<file path="src/rtl/gpio_plane_pkg.sv">
package gpio_plane_pkg;
    localparam int PLANE_W = 5;
    localparam int NCFG    = 17;
    localparam int NFUNC   = 8;
    localparam int GF_HOLD = 2;

    typedef enum logic [PLANE_W-1:0] {
        PL_OWN     = 5'd0,
        PL_OE      = 5'd1,
        PL_OUT     = 5'd2,
        PL_PU      = 5'd3,
        PL_PD      = 5'd4,
        PL_FN0     = 5'd5,
        PL_FN1     = 5'd6,
        PL_FN2     = 5'd7,
        PL_DRV0    = 5'd8,
        PL_DRV1    = 5'd9,
        PL_SLEW    = 5'd10,
        PL_SCHMITT = 5'd11,
        PL_GLITCH  = 5'd12,
        PL_EVT     = 5'd13,
        PL_IEN     = 5'd14,
        PL_MODE0   = 5'd15,
        PL_MODE1   = 5'd16,
        PL_FLAG    = 5'd17,
        PL_PIN     = 5'd18
    } plane_e;

    typedef enum logic [1:0] {
        OP_RW   = 2'd0,
        OP_SET  = 2'd1,
        OP_CLR  = 2'd2,
        OP_NONE = 2'd3
    } op_e;
endpackage

</file>
<file path="src/rtl/gpio_plane_regs.sv">
module gpio_plane_regs
    import gpio_plane_pkg::*;
#(
    parameter int NPIN = 32
) (
    input  logic                       clk,
    input  logic                       rst_n,
    input  logic                       wr_en,
    input  logic [PLANE_W-1:0]         wr_plane,
    input  logic [1:0]                 wr_op,
    input  logic [NPIN-1:0]            wr_data,
    input  logic [NPIN-1:0]            hit,
    output logic [NCFG-1:0][NPIN-1:0]  cfg,
    output logic [NPIN-1:0]            flag
);
    typedef struct packed {
        logic [NCFG-1:0][NPIN-1:0] cfg;
        logic [NPIN-1:0]           flag;
    } regs_t;

    regs_t r_d, r_q;
    logic [NPIN-1:0] flag_clr;

    function automatic logic [NPIN-1:0] apply_op(input logic [NPIN-1:0] cur,
                                                 input logic [1:0] op,
                                                 input logic [NPIN-1:0] m);
        case (op)
            OP_RW:   return m;
            OP_SET:  return cur | m;
            OP_CLR:  return cur & ~m;
            default: return cur;
        endcase
    endfunction

    always_comb begin
        r_d = r_q;
        for (int p = 0; p < NCFG; p++) begin
            if (wr_en && wr_plane == PLANE_W'(p)) begin
                r_d.cfg[p] = apply_op(r_q.cfg[p], wr_op, wr_data);
            end
        end
        flag_clr  = (wr_en && wr_plane == PL_FLAG && wr_op == OP_CLR) ? wr_data : '0;
        r_d.flag  = (r_q.flag & ~flag_clr) | hit;
    end

    always_ff @(posedge clk or negedge rst_n) begin
        if (!rst_n) begin
            r_q.cfg         <= '0;
            r_q.cfg[PL_OWN] <= '1;
            r_q.flag        <= '0;
        end else begin
            r_q <= r_d;
        end
    end

    assign cfg  = r_q.cfg;
    assign flag = r_q.flag;

    for (genvar p = 0; p < NCFG; p++) begin : g_plane_chk
        a_r1_set_merges: assert property (@(posedge clk) disable iff (!rst_n)
            (wr_en && wr_plane == PLANE_W'(p) && wr_op == OP_SET)
            |=> (cfg[p] == ($past(cfg[p]) | $past(wr_data))));
        a_r1_clr_masks: assert property (@(posedge clk) disable iff (!rst_n)
            (wr_en && wr_plane == PLANE_W'(p) && wr_op == OP_CLR)
            |=> (cfg[p] == ($past(cfg[p]) & ~$past(wr_data))));
    end

    a_r11_flag_needs_hit: assert property (@(posedge clk) disable iff (!rst_n)
        1'b1 |=> ((flag & ~$past(flag) & ~$past(hit)) == '0));
endmodule

</file>
<file path="src/rtl/gpio_pin_sync.sv">
module gpio_pin_sync
    import gpio_plane_pkg::*;
#(
    parameter int NPIN = 32
) (
    input  logic            clk,
    input  logic            rst_n,
    input  logic [NPIN-1:0] pad_i,
    input  logic [NPIN-1:0] glitch_en,
    input  logic [NPIN-1:0] mode0,
    input  logic [NPIN-1:0] mode1,
    input  logic [NPIN-1:0] evt_en,
    input  logic [NPIN-1:0] own,
    output logic [NPIN-1:0] pin_lvl,
    output logic [NPIN-1:0] hit,
    output logic [NPIN-1:0] evt
);
    localparam int CNT_W = $clog2(GF_HOLD + 1);

    typedef struct packed {
        logic [NPIN-1:0]            s1;
        logic [NPIN-1:0]            s2;
        logic [NPIN-1:0]            lvl;
        logic [NPIN-1:0][CNT_W-1:0] cnt;
        logic [NPIN-1:0]            evt;
    } sync_t;

    sync_t st_d, st_q;
    logic [NPIN-1:0] chg, rise, fall;

    always_comb begin
        st_d    = st_q;
        st_d.s1 = pad_i;
        st_d.s2 = st_q.s1;
        for (int i = 0; i < NPIN; i++) begin
            if (!glitch_en[i]) begin
                st_d.lvl[i] = st_q.s2[i];
                st_d.cnt[i] = '0;
            end else if (st_q.s2[i] == st_q.lvl[i]) begin
                st_d.cnt[i] = '0;
            end else if (st_q.cnt[i] == CNT_W'(GF_HOLD)) begin
                st_d.lvl[i] = st_q.s2[i];
                st_d.cnt[i] = '0;
            end else begin
                st_d.cnt[i] = st_q.cnt[i] + 1'b1;
            end
        end
        chg  = st_d.lvl ^ st_q.lvl;
        rise = chg & st_d.lvl;
        fall = chg & ~st_d.lvl;
        for (int i = 0; i < NPIN; i++) begin
            case ({mode1[i], mode0[i]})
                2'b00:   hit[i] = chg[i];
                2'b01:   hit[i] = rise[i];
                2'b10:   hit[i] = fall[i];
                default: hit[i] = 1'b0;
            endcase
        end
        st_d.evt = hit & evt_en & ~own;
    end

    always_ff @(posedge clk or negedge rst_n) begin
        if (!rst_n) begin
            st_q <= '0;
        end else begin
            st_q <= st_d;
        end
    end

    assign pin_lvl = st_q.s2;
    assign evt     = st_q.evt;

    for (genvar i = 0; i < NPIN; i++) begin : g_filt_chk
        a_r10_filter_hold: assert property (@(posedge clk) disable iff (!rst_n)
            (glitch_en[i] && $past(glitch_en[i]) && st_q.lvl[i] != $past(st_q.lvl[i]))
            |-> ($past(st_q.s2[i], 1) == st_q.lvl[i] &&
                 $past(st_q.s2[i], 2) == st_q.lvl[i] &&
                 $past(st_q.s2[i], 3) == st_q.lvl[i]));
    end
endmodule

</file>
<file path="src/rtl/gpio_pad_mux.sv">
module gpio_pad_mux
    import gpio_plane_pkg::*;
#(
    parameter int NPIN = 32
) (
    input  logic [NPIN-1:0]             own,
    input  logic [NPIN-1:0]             oe,
    input  logic [NPIN-1:0]             outv,
    input  logic [NPIN-1:0]             fn0,
    input  logic [NPIN-1:0]             fn1,
    input  logic [NPIN-1:0]             fn2,
    input  logic [NFUNC-1:0][NPIN-1:0]  p_out,
    input  logic [NFUNC-1:0][NPIN-1:0]  p_oe,
    output logic [NPIN-1:0]             pad_o,
    output logic [NPIN-1:0]             pad_oe
);
    for (genvar i = 0; i < NPIN; i++) begin : g_pin
        logic [2:0] code;
        assign code      = {fn2[i], fn1[i], fn0[i]};
        assign pad_o[i]  = own[i] ? outv[i] : p_out[code][i];
        assign pad_oe[i] = own[i] ? oe[i]   : p_oe[code][i];
    end
endmodule

</file>
<file path="src/rtl/gpio_plane_ctrl.sv">
module gpio_plane_ctrl
    import gpio_plane_pkg::*;
#(
    parameter int NPIN   = 32,
    parameter int ADDR_W = 7
) (
    input  logic                   clk,
    input  logic                   rst_n,
    input  logic                   bus_sel,
    input  logic                   bus_wr,
    input  logic [ADDR_W-1:0]      bus_addr,
    input  logic [NPIN-1:0]        bus_wdata,
    output logic [NPIN-1:0]        bus_rdata,
    input  logic [NPIN-1:0]        pad_i,
    output logic [NPIN-1:0]        pad_o,
    output logic [NPIN-1:0]        pad_oe,
    output logic [NPIN-1:0]        pad_pu,
    output logic [NPIN-1:0]        pad_pd,
    output logic [NPIN-1:0]        pad_slew,
    output logic [NPIN-1:0]        pad_schmitt,
    output logic [2*NPIN-1:0]      pad_drv,
    input  logic [NFUNC*NPIN-1:0]  periph_o,
    input  logic [NFUNC*NPIN-1:0]  periph_oe,
    output logic [NPIN-1:0]        evt_o,
    output logic                   irq_o
);
    logic [PLANE_W-1:0]         acc_plane;
    logic [1:0]                 acc_op;
    logic [NCFG-1:0][NPIN-1:0]  cfg;
    logic [NPIN-1:0]            flag, hit, pin_lvl;
    logic [NFUNC-1:0][NPIN-1:0] pw_o, pw_oe;

    assign acc_plane = bus_addr[ADDR_W-1:2];
    assign acc_op    = bus_addr[1:0];
    assign pw_o      = periph_o;
    assign pw_oe     = periph_oe;

    gpio_plane_regs #(.NPIN(NPIN)) u_regs (
        .clk      (clk),
        .rst_n    (rst_n),
        .wr_en    (bus_sel && bus_wr),
        .wr_plane (acc_plane),
        .wr_op    (acc_op),
        .wr_data  (bus_wdata),
        .hit      (hit),
        .cfg      (cfg),
        .flag     (flag)
    );

    gpio_pin_sync #(.NPIN(NPIN)) u_sync (
        .clk       (clk),
        .rst_n     (rst_n),
        .pad_i     (pad_i),
        .glitch_en (cfg[PL_GLITCH]),
        .mode0     (cfg[PL_MODE0]),
        .mode1     (cfg[PL_MODE1]),
        .evt_en    (cfg[PL_EVT]),
        .own       (cfg[PL_OWN]),
        .pin_lvl   (pin_lvl),
        .hit       (hit),
        .evt       (evt_o)
    );

    gpio_pad_mux #(.NPIN(NPIN)) u_mux (
        .own    (cfg[PL_OWN]),
        .oe     (cfg[PL_OE]),
        .outv   (cfg[PL_OUT]),
        .fn0    (cfg[PL_FN0]),
        .fn1    (cfg[PL_FN1]),
        .fn2    (cfg[PL_FN2]),
        .p_out  (pw_o),
        .p_oe   (pw_oe),
        .pad_o  (pad_o),
        .pad_oe (pad_oe)
    );

    always_comb begin
        bus_rdata = '0;
        if (acc_op != OP_NONE) begin
            for (int p = 0; p < NCFG; p++) begin
                if (acc_plane == PLANE_W'(p)) bus_rdata = cfg[p];
            end
            if (acc_plane == PL_FLAG) bus_rdata = flag;
            if (acc_plane == PL_PIN)  bus_rdata = pin_lvl;
        end
    end

    assign pad_pu      = cfg[PL_PU];
    assign pad_pd      = cfg[PL_PD];
    assign pad_slew    = cfg[PL_SLEW];
    assign pad_schmitt = cfg[PL_SCHMITT];
    assign irq_o       = |(flag & cfg[PL_IEN]);

    for (genvar i = 0; i < NPIN; i++) begin : g_drv
        assign pad_drv[2*i +: 2] = {cfg[PL_DRV1][i], cfg[PL_DRV0][i]};
    end

    a_r2_reset_defaults: assert property (@(posedge clk) disable iff (!rst_n)
        $rose(rst_n) |-> (cfg[PL_OWN] == '1 && cfg[PL_OE] == '0 && flag == '0));

    a_r3_gpio_tristate: assert property (@(posedge clk) disable iff (!rst_n)
        ((cfg[PL_OWN] & ~cfg[PL_OE] & pad_oe) == '0));

    for (genvar i = 0; i < NPIN; i++) begin : g_pin_chk
        a_r9_reserved_mode: assert property (@(posedge clk) disable iff (!rst_n)
            $rose(flag[i]) |-> !($past(cfg[PL_MODE1][i]) && $past(cfg[PL_MODE0][i])));
        a_r12_evt_owner: assert property (@(posedge clk) disable iff (!rst_n)
            evt_o[i] |-> ($past(!cfg[PL_OWN][i]) && $past(cfg[PL_EVT][i])));
    end
endmodule

</file>
<file path="config.mk">
export PLATFORM = sky130hd
export DESIGN_NAME = gpio_plane_ctrl
export DESIGN_NICKNAME = d
export VERILOG_FILES = /design/src/rtl/gpio_plane_pkg.sv /design/src/rtl/gpio_plane_regs.sv /design/src/rtl/gpio_pin_sync.sv /design/src/rtl/gpio_pad_mux.sv /design/src/rtl/gpio_plane_ctrl.sv
export SDC_FILE = /design/constraint.sdc
export NUM_CORES = 2
export LEC_CHECK = 0
export ABC_CLOCK_PERIOD_IN_PS = 3900
export BUFFER_PORTS_ARGS = -buffer_cell sky130_fd_sc_hd__buf_4
export CAP_MARGIN = 5
export CORE_UTILIZATION = 35
export CTS_CLUSTER_SIZE = 25
export DETAILED_ROUTE_END_ITERATION = 10
export SYNTH_ARGS = -nofsm -noshare
export SYNTH_HDL_FRONTEND = slang
export SYNTH_SLANG_ARGS = --single-unit
export TNS_END_PERCENT = 30
</file>
<file path="constraint.sdc">
create_clock -name clk -period 3.9 [get_ports clk]
set_input_delay 0.195 -clock clk [delete_from_list [all_inputs] [get_ports clk]]
set_output_delay 0.195 -clock clk [all_outputs]
set_load 0.03 [all_outputs]
</file>
# --- Word-level counts from Yosys, hierarchy flattened ---
# Cells that the tools add are included.
totals:
  memories: 0
  mem_bits_ro: 0
  elab_cells: 840
  ramBits: 0
  inputBits: 587
  register_bits: 768
  out_inout_bits: 321
  latchBits: 0
classes:
  div_mod_pow: 0
  n_mux: 454
  shifts: 0
  n_addsub: 32
  n_reduce_logical: 73
  multipliers: 0
  n_bitwise: 46
  n_eq_ne: 149
  n_lt_le_gt_ge: 32
ops:
  columns: ["cell", "count"]
  rows:
  - ["binary-select mux 32 bit (select 3 bit)", 64]
  - ["case mux 32 bit (3 select lines)", 17]
  - ["AND 32 bit", 23]
  - ["2-to-1 mux 32 bit", 23]
  - ["OR 32 bit", 18]
  - ["2-to-1 mux 2 bit", 98]
  - ["2-to-1 mux 1 bit", 162]
  - ["== test 2 bit, second input constant", 65]
  - ["< comparator 3 x 4 -> 1 bit, second input constant", 32]
  - ["inverter 32 bit", 4]
  - ["case mux 1 bit (3 select lines)", 32]
  - ["== test 2 x 1 -> 1 bit, second input constant", 33]
  - ["logical NOT 2 bit", 33]
  - ["adder 2 x 1 -> 2 bit, second input constant", 32]
  - ["2-to-1 mux 31 bit", 2]
  - ["2-to-1 mux 30 bit", 2]
  - ["2-to-1 mux 29 bit", 2]
  - ["2-to-1 mux 28 bit", 2]
  - ["2-to-1 mux 27 bit", 2]
  - ["2-to-1 mux 26 bit", 2]
  - ["2-to-1 mux 25 bit", 2]
  - ["2-to-1 mux 24 bit", 2]
  - ["2-to-1 mux 23 bit", 2]
  - ["2-to-1 mux 22 bit", 2]
  - ["32 further kinds", 130]

# --- Longest topological paths before layout ---
logic_depth:
  word_depth: 21
  depth_mapped: 11
  depth_no_buf: 9

# --- Hierarchy ---
# Synthesis repeated with hierarchy kept, for this count alone.
unflattened:
  hier_cells: 4274
  area_unflattened_um2: 42369.4
modules_own_cells:
  columns: ["mod", "area_per_inst_um2", "seq_area_each_um2", "n_inst", "cells_each"]
  rows:
  - ["gpio_plane_regs", 21887.2, 14453.9, 1, 2049]
  - ["gpio_pin_sync", 9758.1, 4804.6, 1, 832]
  - ["gpio_plane_ctrl", 5799.3, 0.0, 1, 913]
  - ["gpio_pad_mux", 4924.7, 0.0, 1, 480]

# --- Least setup slack after synthesis ---
# Ideal clock, no wire load.
synth_timing:
  kind: "input -> output"
  start: "input bus_addr[6]"
  end: "output bus_rdata[23]"
  path_stages: 9
  path_slack_ps: 1397
  path_buffers: 3
  t_arrival_ps: 2308
  required_time_ps: 3705
  path_cell_list: "buf_2 or3b_1 buf_2 nor2_4 buf_2 nand2_1 o211ai_1 o211ai_1 a221oi_1"
synth_via:
  elab_chain_len: 21
  word_cells_on_any_way: 39
  classes_between: "18 x eq/ne; 20 x mux; 1 x reduce/logical"
synth_rtl:
  columns: ["item", "line", "rtl"]
  rows:
  - ["from (decl)", "gpio_plane_ctrl.sv:11", "input logic [ADDR_W-1:0] bus_addr,"]
  - ["logical NOT 5 bit", "gpio_plane_ctrl.sv:81", "if (acc_plane == PLANE_W'(p)) bus_rdata = cfg[p];"]
  - ["2-to-1 mux 32 bit (17 in series)", "gpio_plane_ctrl.sv:81", null]
  - ["2-to-1 mux 32 bit", "gpio_plane_ctrl.sv:83", "if (acc_plane == PL_FLAG) bus_rdata = flag;"]
  - ["2-to-1 mux 32 bit *", "gpio_plane_ctrl.sv:84", "if (acc_plane == PL_PIN) bus_rdata = pin_lvl;"]
  - ["2-to-1 mux 32 bit *", "gpio_plane_ctrl.sv:79", "if (acc_op != OP_NONE) begin"]
  - ["to (decl)", "gpio_plane_ctrl.sv:13", "output logic [NPIN-1:0] bus_rdata,"]
# Every way passes the cells marked *; elsewhere a longest branch is shown, timed or not.

# --- Worst setup path in the final report ---
layout_timing:
  start: "input bus_addr[3]"
  end: "output bus_rdata[26]"
# Same word-level chain as after synthesis.

==> results.cfg <==
[clock_tree]
clk_latency_ns = 0.68
clockBufferDepth = 3
cts_root_buf = clkbuf_16
clk_pin_slew_ns = 0.06
clock_sinks = 768
cts_made_buffers = 88
cts_tree = yes
htreeDepth = 3

[grt]
grt_overflow = 0
grt_pass1_vias = 39325
antenna_found_initial = 19
grt_max_degree = 100
grt_pass1_wl_um = 303000
track_usage = 0.347

[critical_path]
cp-end-kind = primary output
cp_cell_sequence = buf_6 > nand2b_1 > nor2_2 > buf_4 > a222oi_1 > o211ai_1 > o21ai_1 > a211oi_1 > buf_4
crit_top_cell = buf_4
timing.rr.end = u_sync.evt[8]$_DFF_PN0_
critPathSlowestCell = nor2_2
rr_startpoint = u_sync.st_q[49]$_DFF_PN0_
crit_start = bus_addr[3]
worstPathMaxFanout = 48
cp.required_ns = 3.70
critPathArrivalTime_ns = 3.66
critPathKind = input port to primary output
worstRegToRegCells = 9
critPathLaunchType = input port
cpPeakStageDelay_ns = 0.77
reg2reg_slack_ns = 1.71
setup.worst_path.end = bus_rdata[26]

[floorplan]
start_util = 0.354
die_width_um = 351
num_rows = 127
die_y_um = 351
dieArea_sq_um = 123000
fp.coreArea_sq_um = 120000
ios = 908

[timing]
worst_pin_slew_ns = 1.06
tns_ns = 0
fin_skew_ns = 0.0259
fin_crit_sh = 0.989
setup_viol = 0
fmax_mhz = 259
setup_slack_ns = 0.0448
rsz0062_at_grt = false
final_hold_viol_count = 0
slew_violations = 0
fin_crit_ns = 3.86
max-slew-margin-rel = 0.293

[power_and_ir_drop]
power_mw = 24.9
power.density_nw_per_um2 = 466
p_leak_nw = 23.9
worst_ir_drop_vdd_mv = 0.325

[finish]
multi_input_area_sq_um = 19600
seq_area_sq_um = 19300
final_common_cell = a21oi_1
instances_no_fill = 6691
mostFrequentLayoutCells = 1,214 x a21oi_1, 1,054 x buf_4, 736 x dfrtp_1
n_fill_cell = 11753
layout-drive-gt1-share = 0.287
syn_to_final_growth_pct = 25.0
final_core_util = 0.443
layout.nets = 5648

[route]
wl_per_cell_um = 32.9
drtPass1Iterations = 8
wl_um = 220000
drtAntennaViolNets = 0
drcViolationCount = 0
first_iter_violations = 5434
vias = 41045
vias_per_cell = 6.13

[yosys]
seq_area_frac_synth = 0.451
ys.flop_type = dfrtp_1
synth_seq_cells = 768
synth.avg_cell_area_sq_um = 9.75
syn_nets = 5033
syn-instance-count = 4378
synth-edff-count = 0
yosysUniqueCellTypes = 83
ys_async_sr_fraction = 1.00
yosysWarnings = 0
synth_area_sq_um = 42700

[run_status]
status = complete, no violations

[place]
place.gp.congestion = 0.986
hpwl_um = 161000
dp.cells = 6450
dp_slack_ns = 0.233
portBuffers = 907

[min_path]
worstHoldStart = pad_i[19]
hp-class = input port to flop

[flow_run]
max-cap-violations = 0
## through the flow
step,hold WS [ns],instance area [sq um]
floorplan,-0.101,42700
global placement,0.305,49700
detailed placement,0.306,49700
CTS,0.145,53300
global route,0.166,53400
finish,0.169,53400
## synth_stat cells (all sizes together), types with 6 or more instances
master,instances,area [sq um]
a211oi,52,390
a21o,104,781
a21oi,1214,6080
a221oi,22,199
a222oi,6,60.1
a22o,11,96.3
a22oi,82,616
a31oi,21,131
and3b,35,307
buf,406,2590
clkbuf,204,766
dfrtp,736,18400
dfstp,32,841
ha,68,851
inv,156,586
mux2,14,158
mux2i,115,1150
mux4,134,3020
nand2,181,679
nand2b,12,75.1
nand3,15,75.1
nand3b,36,270
nand4,10,62.6
nor2,165,699
nor2b,22,138
nor3,25,169
nor3b,6,66.3
nor4,6,43.8
nor4b,35,328
nor4bb,31,310
o211ai,12,90.1
o21ai,219,1100
o21bai,7,52.6
o221ai,21,184
o22ai,29,181
o2bb2ai,14,123
or3,6,37.5
or3b,6,52.6
xnor2,32,280
## sequential cells by signal, indices dropped and copies added (netlist names)
signal,count
u_sync.st_q,96
u_sync.pin_lvl,32
u_sync.evt,32
u_sync.st_d,32
u_regs.cfg,544
u_regs.flag,32
## metal layers
layer,vias up,track usage,routed length [um]
met1,20605,0.448,84300
met5,-,0,72
met4,12,0.186,13400
met2,2769,0.515,95700
met3,600,0.113,26800
li1,17059,-,-
## cell families (layout without fill, tap and decap cells)
kind of cell	count (synthesis)	after routing	synth area share
muxes	263	263	0.101
xor gates and xnor gates	32	32	0.00656
DFF	768	768	0.451
adders and majority gates	68	68	0.0199
other	0	16	0
AOI/OAI and AO/OA	1868	1868	0.248
and+or+nand+nor	613	613	0.0813
buffers and inverters	766	1451	0.0922
## critical path, delay by kind of cell
kind                   cells  cell delay, ns
AO/OA/AOI/OAI              4            1.16
buffers and inverters      3            0.96
AND/OR/NAND/NOR            2            1.23
## where the power goes
part	internal [mW]	leakage (nW)	total [mW]	switching (mW)
registers	8.78	9.95	10.1	1.33
logic	2.40	12.5	6.01	3.62
clock network	5.18	1.47	8.73	3.55
## area by class of cell
type                            instances  share of cell area
Tap cell                             1612              0.0378
Clock inverter                         30             0.00722
Antenna cell                           16            0.000750
Timing Repair Buffer                 1135               0.166
Multi-Input combinational cell       2844               0.368
Clock buffer                          130              0.0485
Sequential cell                       768               0.361
Inverter                              156              0.0110
## how the worst min path moves through the flow
stage                                  endpoint  slack [ns]  cells past startpoint
detailed placement   u_sync.st_d[152]$_DFF_PN0_        0.31                      1
finish               u_sync.st_d[147]$_DFF_PN0_        0.17                      2
global placement     u_sync.st_d[147]$_DFF_PN0_        0.31                      1
floorplan           u_regs.cfg[100]$_DFFE_PN0P_       -0.10                      0
global route         u_sync.st_d[147]$_DFF_PN0_        0.17                      2
CTS                  u_sync.st_d[147]$_DFF_PN0_        0.14                      2
## timing repair
item / in CTS / in global routing
endpoints found under the setup margin: 0 / 0
hold buffers: 65 / 0
gates resized for setup: 0 / 0
endpoints found under the hold margin: 678 / 0
setup buffers: 0 / 0
Power figures use the tool's default switching activity.
